==> src/rtl/cfsig_pkg.sv <==
package cfsig_pkg;

    typedef enum logic [1:0] {
        CAUSE_NONE  = 2'd0,
        CAUSE_SIG   = 2'd1,
        CAUSE_RANGE = 2'd2,
        CAUSE_WDOG  = 2'd3
    } cause_e;

    typedef enum logic [1:0] {
        ST_IDLE  = 2'd0,
        ST_BLOCK = 2'd1,
        ST_FAULT = 2'd2
    } mon_state_e;

endpackage

==> src/rtl/cfsig_bus_decode.sv <==
module cfsig_bus_decode #(
    parameter int          AW       = 32,
    parameter logic [AW-1:0] RST_ADDR = '0,
    parameter logic [AW-1:0] CHK_ADDR = '0
) (
    input  logic          wr_vld_i,
    input  logic [AW-1:0] wr_addr_i,
    output logic          is_entry_o,
    output logic          is_check_o
);
    always_comb begin
        is_entry_o = wr_vld_i && (wr_addr_i == RST_ADDR);
        is_check_o = wr_vld_i && (wr_addr_i == CHK_ADDR);
    end
endmodule

==> src/rtl/cfsig_range_chk.sv <==
module cfsig_range_chk #(
    parameter int            AW      = 32,
    parameter logic [AW-1:0] CODE_LO = '0,
    parameter logic [AW-1:0] CODE_HI = '1
) (
    input  logic          fetch_vld_i,
    input  logic [AW-1:0] fetch_addr_i,
    output logic          out_of_range_o
);
    always_comb begin
        out_of_range_o = fetch_vld_i &&
                         ((fetch_addr_i < CODE_LO) || (fetch_addr_i > CODE_HI));
    end
endmodule

==> src/rtl/cfsig_sig_accum.sv <==
module cfsig_sig_accum #(
    parameter int DW = 32
) (
    input  logic          clk,
    input  logic          rst_n,
    input  logic          clear_i,
    input  logic          hold_i,
    input  logic          entry_i,
    input  logic          check_i,
    input  logic          fetch_vld_i,
    input  logic [DW-1:0] fetch_insn_i,
    input  logic [DW-1:0] chk_data_i,
    output logic          match_o
);
    logic [DW-1:0] sig_q;
    logic [DW-1:0] word;
    logic [DW-1:0] folded;

    always_comb begin
        word    = fetch_vld_i ? fetch_insn_i : '0;
        folded  = sig_q ^ word;
        match_o = (chk_data_i == folded);
    end

    always_ff @(posedge clk or negedge rst_n) begin
        if (!rst_n) begin
            sig_q <= '0;
        end else if (clear_i) begin
            sig_q <= '0;
        end else if (hold_i) begin
            sig_q <= sig_q;
        end else if (entry_i) begin
            sig_q <= word;
        end else if (check_i) begin
            sig_q <= '0;
        end else begin
            sig_q <= folded;
        end
    end
endmodule

==> src/rtl/cfsig_watchdog.sv <==
module cfsig_watchdog #(
    parameter int WD_W = 16
) (
    input  logic clk,
    input  logic rst_n,
    input  logic clear_i,
    input  logic hold_i,
    input  logic rearm_i,
    input  logic tick_i,
    output logic overflow_o
);
    localparam logic [WD_W-1:0] CNT_MAX = '1;

    logic [WD_W-1:0] cnt_q;

    always_comb begin
        overflow_o = !hold_i && !rearm_i && tick_i && (cnt_q == CNT_MAX);
    end

    always_ff @(posedge clk or negedge rst_n) begin
        if (!rst_n) begin
            cnt_q <= '0;
        end else if (clear_i || rearm_i) begin
            cnt_q <= '0;
        end else if (!hold_i && tick_i && (cnt_q != CNT_MAX)) begin
            cnt_q <= cnt_q + 1'b1;
        end
    end
endmodule

==> src/rtl/cfsig_monitor.sv <==
module cfsig_monitor
    import cfsig_pkg::*;
#(
    parameter int            AW       = 32,
    parameter int            DW       = 32,
    parameter int            WD_W     = 16,
    parameter logic [AW-1:0] RST_ADDR = 32'hFFFF_FF00,
    parameter logic [AW-1:0] CHK_ADDR = 32'hFFFF_FF04,
    parameter logic [AW-1:0] CODE_LO  = 32'h0000_1000,
    parameter logic [AW-1:0] CODE_HI  = 32'h0000_7FFF
) (
    input  logic          clk,
    input  logic          rst_n,
    input  logic          clr_i,
    input  logic          fetch_vld_i,
    input  logic [AW-1:0] fetch_addr_i,
    input  logic [DW-1:0] fetch_insn_i,
    input  logic          wr_vld_i,
    input  logic [AW-1:0] wr_addr_i,
    input  logic [DW-1:0] wr_data_i,
    output logic          err_o,
    output logic [1:0]    err_code_o
);
    mon_state_e state_q, state_d;
    logic       is_entry, is_check, oor, sig_match, wd_ovf, frozen;
    logic       ev_range, ev_sig, ev_wd, ev_any;
    logic       err_q;
    cause_e     code_q;

    cfsig_bus_decode #(.AW(AW), .RST_ADDR(RST_ADDR), .CHK_ADDR(CHK_ADDR)) u_dec (
        .wr_vld_i   (wr_vld_i),
        .wr_addr_i  (wr_addr_i),
        .is_entry_o (is_entry),
        .is_check_o (is_check)
    );

    cfsig_range_chk #(.AW(AW), .CODE_LO(CODE_LO), .CODE_HI(CODE_HI)) u_rng (
        .fetch_vld_i    (fetch_vld_i),
        .fetch_addr_i   (fetch_addr_i),
        .out_of_range_o (oor)
    );

    assign frozen = (state_q == ST_FAULT);

    cfsig_sig_accum #(.DW(DW)) u_acc (
        .clk          (clk),
        .rst_n        (rst_n),
        .clear_i      (clr_i),
        .hold_i       (frozen),
        .entry_i      (is_entry),
        .check_i      (is_check),
        .fetch_vld_i  (fetch_vld_i),
        .fetch_insn_i (fetch_insn_i),
        .chk_data_i   (wr_data_i),
        .match_o      (sig_match)
    );

    cfsig_watchdog #(.WD_W(WD_W)) u_wd (
        .clk        (clk),
        .rst_n      (rst_n),
        .clear_i    (clr_i),
        .hold_i     (frozen),
        .rearm_i    (is_entry),
        .tick_i     (fetch_vld_i),
        .overflow_o (wd_ovf)
    );

    // Fault events, evaluated only while monitoring is live.
    always_comb begin
        ev_range = !frozen && oor;
        ev_sig   = !frozen && is_check && ((state_q == ST_IDLE) || !sig_match);
        ev_wd    = !frozen && wd_ovf;
        ev_any   = ev_range || ev_sig || ev_wd;
    end

    // Next-state logic.
    always_comb begin
        state_d = state_q;
        if (clr_i) begin
            state_d = ST_IDLE;                          // RELEASE
        end else begin
            unique case (state_q)
                ST_IDLE: begin
                    if (ev_any)        state_d = ST_FAULT; // TRIP
                    else if (is_entry) state_d = ST_BLOCK; // ENTER
                end
                ST_BLOCK: begin
                    if (ev_any)        state_d = ST_FAULT; // TRIP
                    else if (is_check) state_d = ST_IDLE;  // CLOSE
                    else               state_d = ST_BLOCK; // REENTER / stay
                end
                ST_FAULT: state_d = ST_FAULT;
                default:  state_d = ST_IDLE;
            endcase
        end
    end

    // State register.
    always_ff @(posedge clk or negedge rst_n) begin
        if (!rst_n) state_q <= ST_IDLE;
        else        state_q <= state_d;
    end

    // Output register: first cause wins, fixed priority inside a cycle.
    always_ff @(posedge clk or negedge rst_n) begin
        if (!rst_n) begin
            err_q  <= 1'b0;
            code_q <= CAUSE_NONE;
        end else if (clr_i) begin
            err_q  <= 1'b0;
            code_q <= CAUSE_NONE;
        end else if (ev_any) begin
            err_q <= 1'b1;
            if (ev_range)    code_q <= CAUSE_RANGE;
            else if (ev_sig) code_q <= CAUSE_SIG;
            else             code_q <= CAUSE_WDOG;
        end
    end

    assign err_o      = err_q;
    assign err_code_o = code_q;

endmodule

==> config.mk <==
export PLATFORM = sky130hd
export DESIGN_NAME = cfsig_monitor
export DESIGN_NICKNAME = d
export VERILOG_FILES = /design/src/rtl/cfsig_pkg.sv /design/src/rtl/cfsig_bus_decode.sv /design/src/rtl/cfsig_range_chk.sv /design/src/rtl/cfsig_sig_accum.sv /design/src/rtl/cfsig_watchdog.sv /design/src/rtl/cfsig_monitor.sv
export SDC_FILE = /design/constraint.sdc
export NUM_CORES = 1
export LEC_CHECK = 0
export BUFFER_PORTS_ARGS = -buffer_cell sky130_fd_sc_hd__buf_2
export CAP_MARGIN = 40
export CORE_UTILIZATION = 35
export DETAILED_ROUTE_END_ITERATION = 7
export SETUP_SLACK_MARGIN = 0.15
export SLEW_MARGIN = 5
export SYNTH_ARGS = -nofsm -noshare
export SYNTH_HDL_FRONTEND = slang
export SYNTH_HIERARCHICAL = 1
export SYNTH_SLANG_ARGS = --single-unit
==> constraint.sdc <==
create_clock -name clk -period 2.4 [get_ports clk]
set_clock_uncertainty 0.15 [all_clocks]
set_input_delay 0.24 -clock clk [delete_from_list [all_inputs] [get_ports clk]]
set_output_delay 0.24 -clock clk [all_outputs]
set_load 0.01 [all_outputs]
==> out/results.ini <==
[logic_synthesis]
synthesis.nets=608
synth_edf_count=0
synthMuxAreaShare=0.00242
synthCells=474
syn_area_per_cell_um2=8.73
synthSimpleGateAreaFrac=0.252
ys_ff_latch=53
synth_top_family_by_area=simple AND/OR/NAND/NOR gates
synthArstFlopShare=1.00
synth_xor_area_frac=0.135
syn_area_um2=4140
yosys.cell_types.count=56
synth_top_flop_cell=dfrtp_1
synth_compound_area_frac=0.242
synth_seq_area_share=0.321
synth_fa_ha_area_frac=0.00302
yosys_warnings=6

[power]
power_frac_seq=0.416
power_density_nw_per_um2=421
clockPowerShare=0.310
vdd_ir_drop_max_mv=0.323
switching_share=0.301
p_leak_uw=0.00251
power.total_uw=2400
internal_power_uw=1680
p_comb_frac=0.274
p_sw_uw=722

[global_routing]
grt.overflow.total=0
grt_pass1_wl_um=21200
grt_usage=0.213
grt_max_degree=54
antenna_found_initial=0
first_global_vias=4352

[finish]
drive_gt1_frac=0.372
antennaDiodeCount=0
fin_nets=769
fin_util=0.498
final_cell_mix=122 x buf_2, 53 x dfrtp_1, 44 x buf_4
layout_commonest_cell=buf_2
area_delta_synth_final_pct=37.9

[cts]
cts-root-buf=clkbuf_16
cts_tree=done
clkLatencyLatePin_ps=290
path_clk_slew_ps=70
cts_buffer_depth=2
h-tree-depth=2
clock_sinks=53
cts_made_buffers=5

[route]
drt_iter0_drc=298
viasPerCell=5.73
ant_nets=0
wl_per_cell_um=16.7
route.detailed.drc=0
routed_wirelength_um=13000
first_pass_iters=5
vias=4459

[critical_path]
reg2regPathDepth=9
required_ps=2470
cp-end-kind=flip-flop
cp_max_fo=7
worstSetupStartpointType=input port
r2r-start=u_acc/sig_q[6]$_DFFE_PN0P_
critical_path_class=input port to flip-flop
worstReg2RegEnd=err_code_o[1]$_DFFE_PN0P_
regToRegSetupSlack_ps=80
arrival_ps=2400

[die]
core-area_um2=11500
start_util=0.361
row_count=39
die_h_um=111
io_pins=136
fp.dieW_um=111
die_area_um2=12300

[placed_design]
gp_congestion=0.838
numPortBuffers=123
dpl.hpwl_um=9120

[sta]
worst_hold_slack_ps=135
slew_headroom=0.512
fmax_ghz=0.429
slew_viol_final=0
setup_viol_count_final=0
worst_pin_slew_ps=732
hold_viol=0
rsz0062_at_grt=true
min_period_ps=2330
timing.final.crit_share=0.971

[run]
cap_violations=0

[min_path]
worstHoldEndpoint=err_o$_DFFE_PN0P_
hp-class=input port to flip-flop
min-delay-start=clr_i
whs_path_depth=2

[run_status]
outcome=complete, no violations

==> critical path, stage by stage <==
cell	delay, ps
buf_6	90
or4b_4	520
or4_4	520
nor3_4	210
inv_2	100
nor2_4	130
buf_6	140
buf_12	130
a32oi_2	100
o21a_1	120
nor2_1	90
==> per-stage QoR <==
stage               setup WS [ps]  instance area, um^2  cells  setup TNS, ps
global placement             -235                 5260    760          -7600
finish                       70.0                 5710    778              0
floorplan                    19.1                 4180    474              0
detailed placement           -261                 5260    760          -8250
CTS                          83.4                 5530    776              0
global route                -18.1                 5710    778          -36.5
==> power groups by stage <==
stage | Clock [uW] | Combinational [uW] | Sequential (uW)
after floorplan | 0 | 378 | 1000
after global placement | 0 | 618 | 1010
after detailed placement | 0 | 636 | 1010
after CTS | 766 | 645 | 995
after global routing | 792 | 729 | 1010
final | 743 | 658 | 999
==> logic make-up after synthesis <==
logic type      count (synthesis)
compound gates                136
simple gates                  183
flops                          53
buf+inv                        36
xor+xnor                       64
mux                             1
fa+ha+maj                       1
==> layer usage <==
| layer | up-vias | part of all wire | global-route usage |
|---|---|---|---|
| met5 | - | 0 | 0 |
| met1 | 2132 | 0.42 | 0.260 |
| met3 | 19 | 0.050 | 0.0295 |
| met2 | 173 | 0.51 | 0.388 |
| li1 | 2135 | - | - |
| met4 | 0 | 0.022 | 0.0649 |
==> sequential cells by signal, summed over array words and instances, names as in the netlist <==
signal       flops
err_code_o       2
state_q          2
u_wd/cnt_q      16
u_acc/sig_q     32
err_o            1
==> how the worst max path moves through the flow <==
stage | start | slack, ps | to
after floorplan | wr_addr_i[1] | 20 | err_code_o[1]$_DFFE_PN0P_
after global placement | wr_addr_i[1] | -230 | u_acc/sig_q[5]$_DFFE_PN0P_
after detailed placement | wr_addr_i[1] | -260 | u_acc/sig_q[16]$_DFFE_PN0P_
after CTS | wr_addr_i[1] | 80 | err_code_o[1]$_DFFE_PN0P_
after global routing | wr_addr_i[1] | -20 | u_acc/sig_q[12]$_DFFE_PN0P_
final | wr_addr_i[1] | 70 | u_acc/sig_q[12]$_DFFE_PN0P_
==> what timing repair did <==
item	4_1_cts	5_1_grt
hold endpoints to repair	53	0
resized for setup	7	22
setup buffers	6	1
hold buffers	1	0
endpoints found under the setup margin	35	37
cloned	2	1
pin swaps	3	21
==> layout make-up <==
type                    instances  area [um^2]
multi-input cells             385         2790
flip-flops and latches         53         1330
inverters                       7         26.3
clock buffers                   7          143
repair buffers                183         1240
fillers                      1096         5760
well taps                     143          179
==> Yosys cell counts, drive strengths merged, types with 2 or more instances <==
library cell | instances | area, um^2
dfrtp | 53 | 1330
nand2 | 40 | 195
nor2 | 40 | 150
nor3 | 37 | 195
o21a | 35 | 263
a31oi | 32 | 200
a32oi | 32 | 280
xnor2 | 32 | 280
xor2 | 32 | 280
buf | 16 | 113
nor4 | 16 | 106
nand4 | 14 | 109
clkbuf | 13 | 48.8
a21oi | 12 | 60.1
or4 | 11 | 86.3
o31ai | 9 | 67.6
inv | 7 | 26.3
nand3 | 5 | 25.0
a211oi | 3 | 27.5
o21ai | 3 | 15.0
o31a | 3 | 26.3
or2 | 3 | 18.8
or3 | 3 | 18.8
and4 | 2 | 17.5
and4b | 2 | 20.0
nand2b | 2 | 15.0
or4b | 2 | 20.0
Note: power is estimated with default switching activity, not from simulation.
